**src/rtl/irq_status_pkg.sv**
```systemverilog
package irq_status_pkg;
  localparam int SRC_W = 7;
  localparam int BIT_RX_OVF   = 0;
  localparam int BIT_TX_LOW   = 2;
  localparam int BIT_TX_FULL  = 3;
  localparam int BIT_RX_READY = 4;
  localparam int BIT_RX_FULL  = 5;
  localparam int BIT_TX_UNF   = 6;
  localparam logic [SRC_W-1:0] LIVE_BITS = 7'b111_1101;

  typedef struct packed {
    logic [SRC_W-1:0] clrBits;
    logic [SRC_W-1:0] setMaskBits;
    logic [SRC_W-1:0] dropMaskBits;
    logic             loadRxMark;
    logic             loadTxMark;
  } ctrl_strobe_t;
endpackage

```
**src/rtl/irq_status_ctrl.sv**
```systemverilog
module irq_status_ctrl
  import irq_status_pkg::*;
(
  input  logic                   wrStatus,
  input  logic                   wrEnable,
  input  logic                   wrDisable,
  input  logic                   wrRxMark,
  input  logic                   wrTxMark,
  input  logic [SRC_W-1:0]       bitData,
  output ctrl_strobe_t           strobes
);
  logic [SRC_W-1:0] liveData;
  assign liveData = bitData & LIVE_BITS;

  always_comb begin
    strobes              = '0;
    strobes.clrBits      = wrStatus  ? liveData : '0;
    strobes.setMaskBits  = wrEnable  ? liveData : '0;
    strobes.dropMaskBits = wrDisable ? liveData : '0;
    strobes.loadRxMark   = wrRxMark;
    strobes.loadTxMark   = wrTxMark;
  end
endmodule

```
**src/rtl/irq_status_datapath.sv**
```systemverilog
module irq_status_datapath
  import irq_status_pkg::*;
#(
  parameter int DEPTH       = 63,
  parameter int RX_MARK_RST = 32,
  parameter int TX_MARK_RST = 1,
  localparam int LVL_W      = $clog2(DEPTH + 1)
) (
  input  logic             clk,
  input  logic             rst_n,
  input  ctrl_strobe_t     strobes,
  input  logic [LVL_W-1:0] markData,
  input  logic [LVL_W-1:0] txLevel,
  input  logic [LVL_W-1:0] rxLevel,
  input  logic             rxOverflowPulse,
  input  logic             txUnderflowPulse,
  output logic [SRC_W-1:0] statusQ,
  output logic [SRC_W-1:0] maskQ,
  output logic [LVL_W-1:0] rxMarkQ,
  output logic [LVL_W-1:0] txMarkQ
);
  localparam logic [LVL_W-1:0] FULL_LVL = LVL_W'(DEPTH);

  logic [SRC_W-1:0] levelSet;
  logic [SRC_W-1:0] eventSet;
  logic [SRC_W-1:0] statusNext;
  logic [SRC_W-1:0] maskNext;

  always_comb begin
    levelSet               = '0;
    levelSet[BIT_TX_LOW]   = txLevel < txMarkQ;
    levelSet[BIT_TX_FULL]  = txLevel == FULL_LVL;
    levelSet[BIT_RX_READY] = rxLevel >= rxMarkQ;
    levelSet[BIT_RX_FULL]  = rxLevel == FULL_LVL;
    eventSet               = '0;
    eventSet[BIT_RX_OVF]   = rxOverflowPulse;
    eventSet[BIT_TX_UNF]   = txUnderflowPulse;
  end

  // A clear beats a level condition for one cycle, but never drops a new event.
  assign statusNext = ((statusQ | levelSet) & ~strobes.clrBits) | eventSet;
  assign maskNext   = (maskQ | strobes.setMaskBits) & ~strobes.dropMaskBits;

  always_ff @(posedge clk or negedge rst_n) begin
    if (!rst_n) begin
      statusQ <= '0;
      maskQ   <= '0;
      rxMarkQ <= LVL_W'(RX_MARK_RST);
      txMarkQ <= LVL_W'(TX_MARK_RST);
    end else begin
      statusQ <= statusNext;
      maskQ   <= maskNext;
      if (strobes.loadRxMark) rxMarkQ <= markData;
      if (strobes.loadTxMark) txMarkQ <= markData;
    end
  end

  assert_event_hold_R6: assert property (@(posedge clk) disable iff (!rst_n)
    (statusQ[BIT_RX_OVF] && !strobes.clrBits[BIT_RX_OVF]) |=> statusQ[BIT_RX_OVF]);

  assert_clear_drops_R7: assert property (@(posedge clk) disable iff (!rst_n)
    strobes.clrBits[BIT_TX_FULL] |=> !statusQ[BIT_TX_FULL]);

  assert_full_sets_R3: assert property (@(posedge clk) disable iff (!rst_n)
    (txLevel == FULL_LVL && !strobes.clrBits[BIT_TX_FULL]) |=> statusQ[BIT_TX_FULL]);

  for (genvar k = 0; k < SRC_W; k++) begin : g_maskChk
    assert_mask_drop_R8: assert property (@(posedge clk) disable iff (!rst_n)
      strobes.dropMaskBits[k] |=> !maskQ[k]);
  end
endmodule

```
**src/rtl/irq_status_unit.sv**
```systemverilog
module irq_status_unit
  import irq_status_pkg::*;
#(
  parameter int DEPTH       = 63,
  parameter int RX_MARK_RST = 32,
  parameter int TX_MARK_RST = 1,
  localparam int LVL_W      = $clog2(DEPTH + 1),
  localparam int WR_W       = (LVL_W > SRC_W) ? LVL_W : SRC_W
) (
  input  logic             clk,
  input  logic             rst_n,
  input  logic             wrStatus,
  input  logic             wrEnable,
  input  logic             wrDisable,
  input  logic             wrRxMark,
  input  logic             wrTxMark,
  input  logic [WR_W-1:0]  wrData,
  input  logic [LVL_W-1:0] txLevel,
  input  logic [LVL_W-1:0] rxLevel,
  input  logic             rxOverflowPulse,
  input  logic             txUnderflowPulse,
  output logic [31:0]      statusOut,
  output logic [31:0]      maskOut,
  output logic [LVL_W-1:0] rxMarkOut,
  output logic [LVL_W-1:0] txMarkOut,
  output logic             irq
);
  ctrl_strobe_t     strobes;
  logic [SRC_W-1:0] statusBits;
  logic [SRC_W-1:0] maskBits;

  irq_status_ctrl i_ctrl (
    .wrStatus (wrStatus),
    .wrEnable (wrEnable),
    .wrDisable(wrDisable),
    .wrRxMark (wrRxMark),
    .wrTxMark (wrTxMark),
    .bitData  (wrData[SRC_W-1:0]),
    .strobes  (strobes)
  );

  irq_status_datapath #(
    .DEPTH      (DEPTH),
    .RX_MARK_RST(RX_MARK_RST),
    .TX_MARK_RST(TX_MARK_RST)
  ) i_datapath (
    .clk             (clk),
    .rst_n           (rst_n),
    .strobes         (strobes),
    .markData        (wrData[LVL_W-1:0]),
    .txLevel         (txLevel),
    .rxLevel         (rxLevel),
    .rxOverflowPulse (rxOverflowPulse),
    .txUnderflowPulse(txUnderflowPulse),
    .statusQ         (statusBits),
    .maskQ           (maskBits),
    .rxMarkQ         (rxMarkOut),
    .txMarkQ         (txMarkOut)
  );

  assign statusOut = {{(32 - SRC_W){1'b0}}, statusBits};
  assign maskOut   = {{(32 - SRC_W){1'b0}}, maskBits};
  assign irq       = |(statusBits & maskBits);

  assert_reserved_zero_R10: assert property (@(posedge clk) disable iff (!rst_n)
    (statusOut[31:7] == '0) && !statusOut[1] && (maskOut[31:7] == '0) && !maskOut[1]);

  assert_irq_quiet_R9: assert property (@(posedge clk) disable iff (!rst_n)
    (maskOut == '0) |-> !irq);
endmodule

```
**config.mk**
```make
export PLATFORM = sky130hd
export DESIGN_NAME = irq_status_unit
export DESIGN_NICKNAME = d
export VERILOG_FILES = /design/src/rtl/irq_status_pkg.sv /design/src/rtl/irq_status_ctrl.sv /design/src/rtl/irq_status_datapath.sv /design/src/rtl/irq_status_unit.sv
export SDC_FILE = /design/constraint.sdc
export NUM_CORES = 1
export LEC_CHECK = 0
export BUFFER_PORTS_ARGS = -buffer_cell sky130_fd_sc_hd__buf_2
export CORE_MARGIN = 5
export CORE_UTILIZATION = 44
export DETAILED_ROUTE_END_ITERATION = 12
export PLACE_DENSITY = 0.81
export SYNTH_ARGS = -nofsm -noshare
export SYNTH_HDL_FRONTEND = slang
export SYNTH_HIERARCHICAL = 1
export SYNTH_SLANG_ARGS = --single-unit
```
**constraint.sdc**
```tcl
create_clock -name clk -period 1.7 [get_ports clk]
set_input_delay 0.255 -clock clk [delete_from_list [all_inputs] [get_ports clk]]
set_output_delay 0.255 -clock clk [all_outputs]
set_load 0.1 [all_outputs]
```
==> results.md <==
* WL per Instance at about 13 um
* GRT Overall Usage at a little over an eighth
* Post-Route Skew at 0.00550 ns
* Period utilization at 106%
* Synth area leaders: dfrtp_1, buf_4, ha_1
* Commonest non-fill, non-tap cells in the layout: conb_1, buf_2, dfrtp_2
* Yosys top cell by area: dfrtp_1
* First-pass GRT wire length at 5740 um
* Slew Limit Headroom at 60.1%
* Grt total ovfl at 0
* Count of final hold-check violations at 0
* Drt drc at 0
* CORE AREA at slightly below 4000 um^2
* Ys flop type: dfrtp_1
* Initial core utilization at 44.4%
* Clk sinks at 26
* Post-synth EDFFs at 0
* Worst slew pin tran at around 0.6 ns
* Failing checks: setup timing
* CP arrival at 1.54 ns
* Max cap viols at 0
* WS Path Type: flip-flop to output pin
* Number of fill cells at slightly above 400
* Syn Inst Count at approximately 190
* Storage cell area at 677 um^2
* Power per standard cell area at roughly 1200 nW/um^2
* Setup-failing EPs final at 1
* Yosys warns at 6
* Vias in the first global route at 1227
* Initial antenna violation count at 0
* Diodes inserted at 0
* Synth Cell Area at 1750 um^2
* Layout net count at about 290
* Post-synth ARST share at between 90% and 100%
* Area Overhead vs Synth at 11.9%
* Pleak at 1.06 nW
* DP HPWL at around 3100 um
* Final Total Pwr at ~2.4 mW
* CTS buffer count at 3
* CTS root buf: clkbuf_8
* Share of layout cells above drive strength 1 at 32.9%
* CP max FO at 3
* Sum Neg Setup Slack at -0.0962 ns
* Skew-Pair Late Insertion Delay at roughly 0.27 ns
* Via count at around 1300
* Time the worst path needs with I/O delays and setup at around 1.8 ns
* Crit path launch type: flip-flop
* Area of the multi-input gates at between 800 and 900 um^2
* Setup ws final at -0.0962 ns
* WP data required at 1.44 ns
* Post-route cell area at around 2000 um^2
* Mean Syn Cell Area at 9.08 um^2
* RSZ-0062 raised after global routing: true
* Io pins at between 100 and 150
* CP endpoint kind: output pin
* Final Max Tran Viols at 0
* Initial DRC count at 38
* Gpl congestion at 0.795
* Post-route ant nets at 0
* DRT Pass-1 Iters at 4
* Seq/Total Area, Yosys at approximately 37%
* Clock tree buffer depth at 2
* IO buf count at 54
* VDD IR max at 495 uV
* Hold WC Path Type: primary input to flip-flop
* Row count at 23
* #FFs+latches synth at 26
* DR vias/cell at approximately 4.4
* Largest net degree at the start of global routing at 27
* Synth top area share at 34.3%
* Reg clk slew, reported paths at around 0.10 ns
* Final WL at 3750 um
* Fmax at about 560 MHz
* Die area at ~5300 um^2
* CTS tree: done
* Status: complete, but fails checks
* Post-DP Area at 1890 um^2
* H-tree depth at 1
* Die X at between 70 and 80 um
* Die H at 73.1 um
* Synth cell types at 28
## flip-flops by register name, indices dropped and copies added, names as in the netlist
name / count
i_datapath/rxMarkQ: 6
i_datapath/txMarkQ: 6
i_datapath/statusQ: 7
i_datapath/maskQ: 7
## synthesized netlist by cell type (2+ instances only)
cell type	n
nor2_1	16
a31oi_1	2
and2_1	18
nand2_1	12
o21ai_1	11
a21oi_1	2
mux2_1	2
buf_2	2
a22oi_1	2
inv_1	14
a21o_1	4
dfstp_2	2
conb_1	2
ha_1	11
and4_1	2
a211oi_1	2
dfrtp_1	24
buf_4	55
## per-layer routing
metal | share of wire, % | up-vias | track usage [%]
met5 | 0 | - | 0
met4 | 1.5 | 0 | 4.51
met3 | 11 | 6 | 4.13
met2 | 48 | 60 | 21.6
met1 | 39 | 603 | 17.9
li1 | - | 624 | -
## per-stage QoR
stage	std cells	setup WS (ns)	hold WS [ns]	util (%)
after floorplan	244	-0.0485	-0.0406	-
after global placement	291	0.210	0.288	47.9
after detailed placement	291	0.152	0.292	47.9
after CTS	296	-0.0769	0.161	49.5
after global routing	296	-0.169	0.166	49.7
final	296	-0.0962	0.157	49.7
## report_power, final
group / total (mW) / internal [mW] / switching [mW]
sequential: 0.725 / 0.685 / 0.0403
clock: 0.363 / 0.168 / 0.195
combinational: 1.27 / 0.163 / 1.10
## path summary, 6_finish.rpt
check | depth (start not counted) | slack, ns | startpoint | end
worst min register to register | 1 | 0.51 | i_datapath/statusQ[0] | i_datapath/statusQ[0]
max in group asynchronous | 2 | 0.74 | rst_n | i_datapath/statusQ[2]
worst max-delay path | 3 | -0.1 | i_datapath/statusQ[0] | irq
worst max register to register | 5 | 0.37 | i_datapath/rxMarkQ[4] | i_datapath/statusQ[4]
worst min-delay path | 2 | 0.16 | txUnderflowPulse | i_datapath/statusQ[6]
min in group asynchronous | 2 | 0.51 | rst_n | i_datapath/statusQ[1]
## worst max-delay path: stages, from the launching register on
cell      delay [ns]
dfrtp_2         0.42
a222oi_1        0.52
nand3_4         0.14
buf_12          0.19
## repair_timing
item | 4_1_cts | 5_1_grt
hold endpoints to repair | 12 | 0
buffers inserted | 0 | 0
gates resized for setup | 2 | 2
setup endpoints to repair | 1 | 1
pin swaps | 1 | 2
hold buffers | 1 | 0
## logic make-up after synthesis
group	count (synthesis)	synth area share [%]
DFF	26	37.3
muxes	2	1.29
and+or+nand+nor	54	16.1
other	2	0.429
AOI/OAI and AO/OA	27	9.93
buffers and inverters	71	27.1
adders and majority gates	11	7.86
## cell type report
class | count | area share (%)
Clock buffer | 4 | 2.30
Inverter | 14 | 2.68
Tap cell | 50 | 3.19
Timing Repair Buffer | 55 | 15.1
Sequential cell | 26 | 34.5
Multi-Input combinational cell | 147 | 42.2
(Power assumes the default switching activity.)
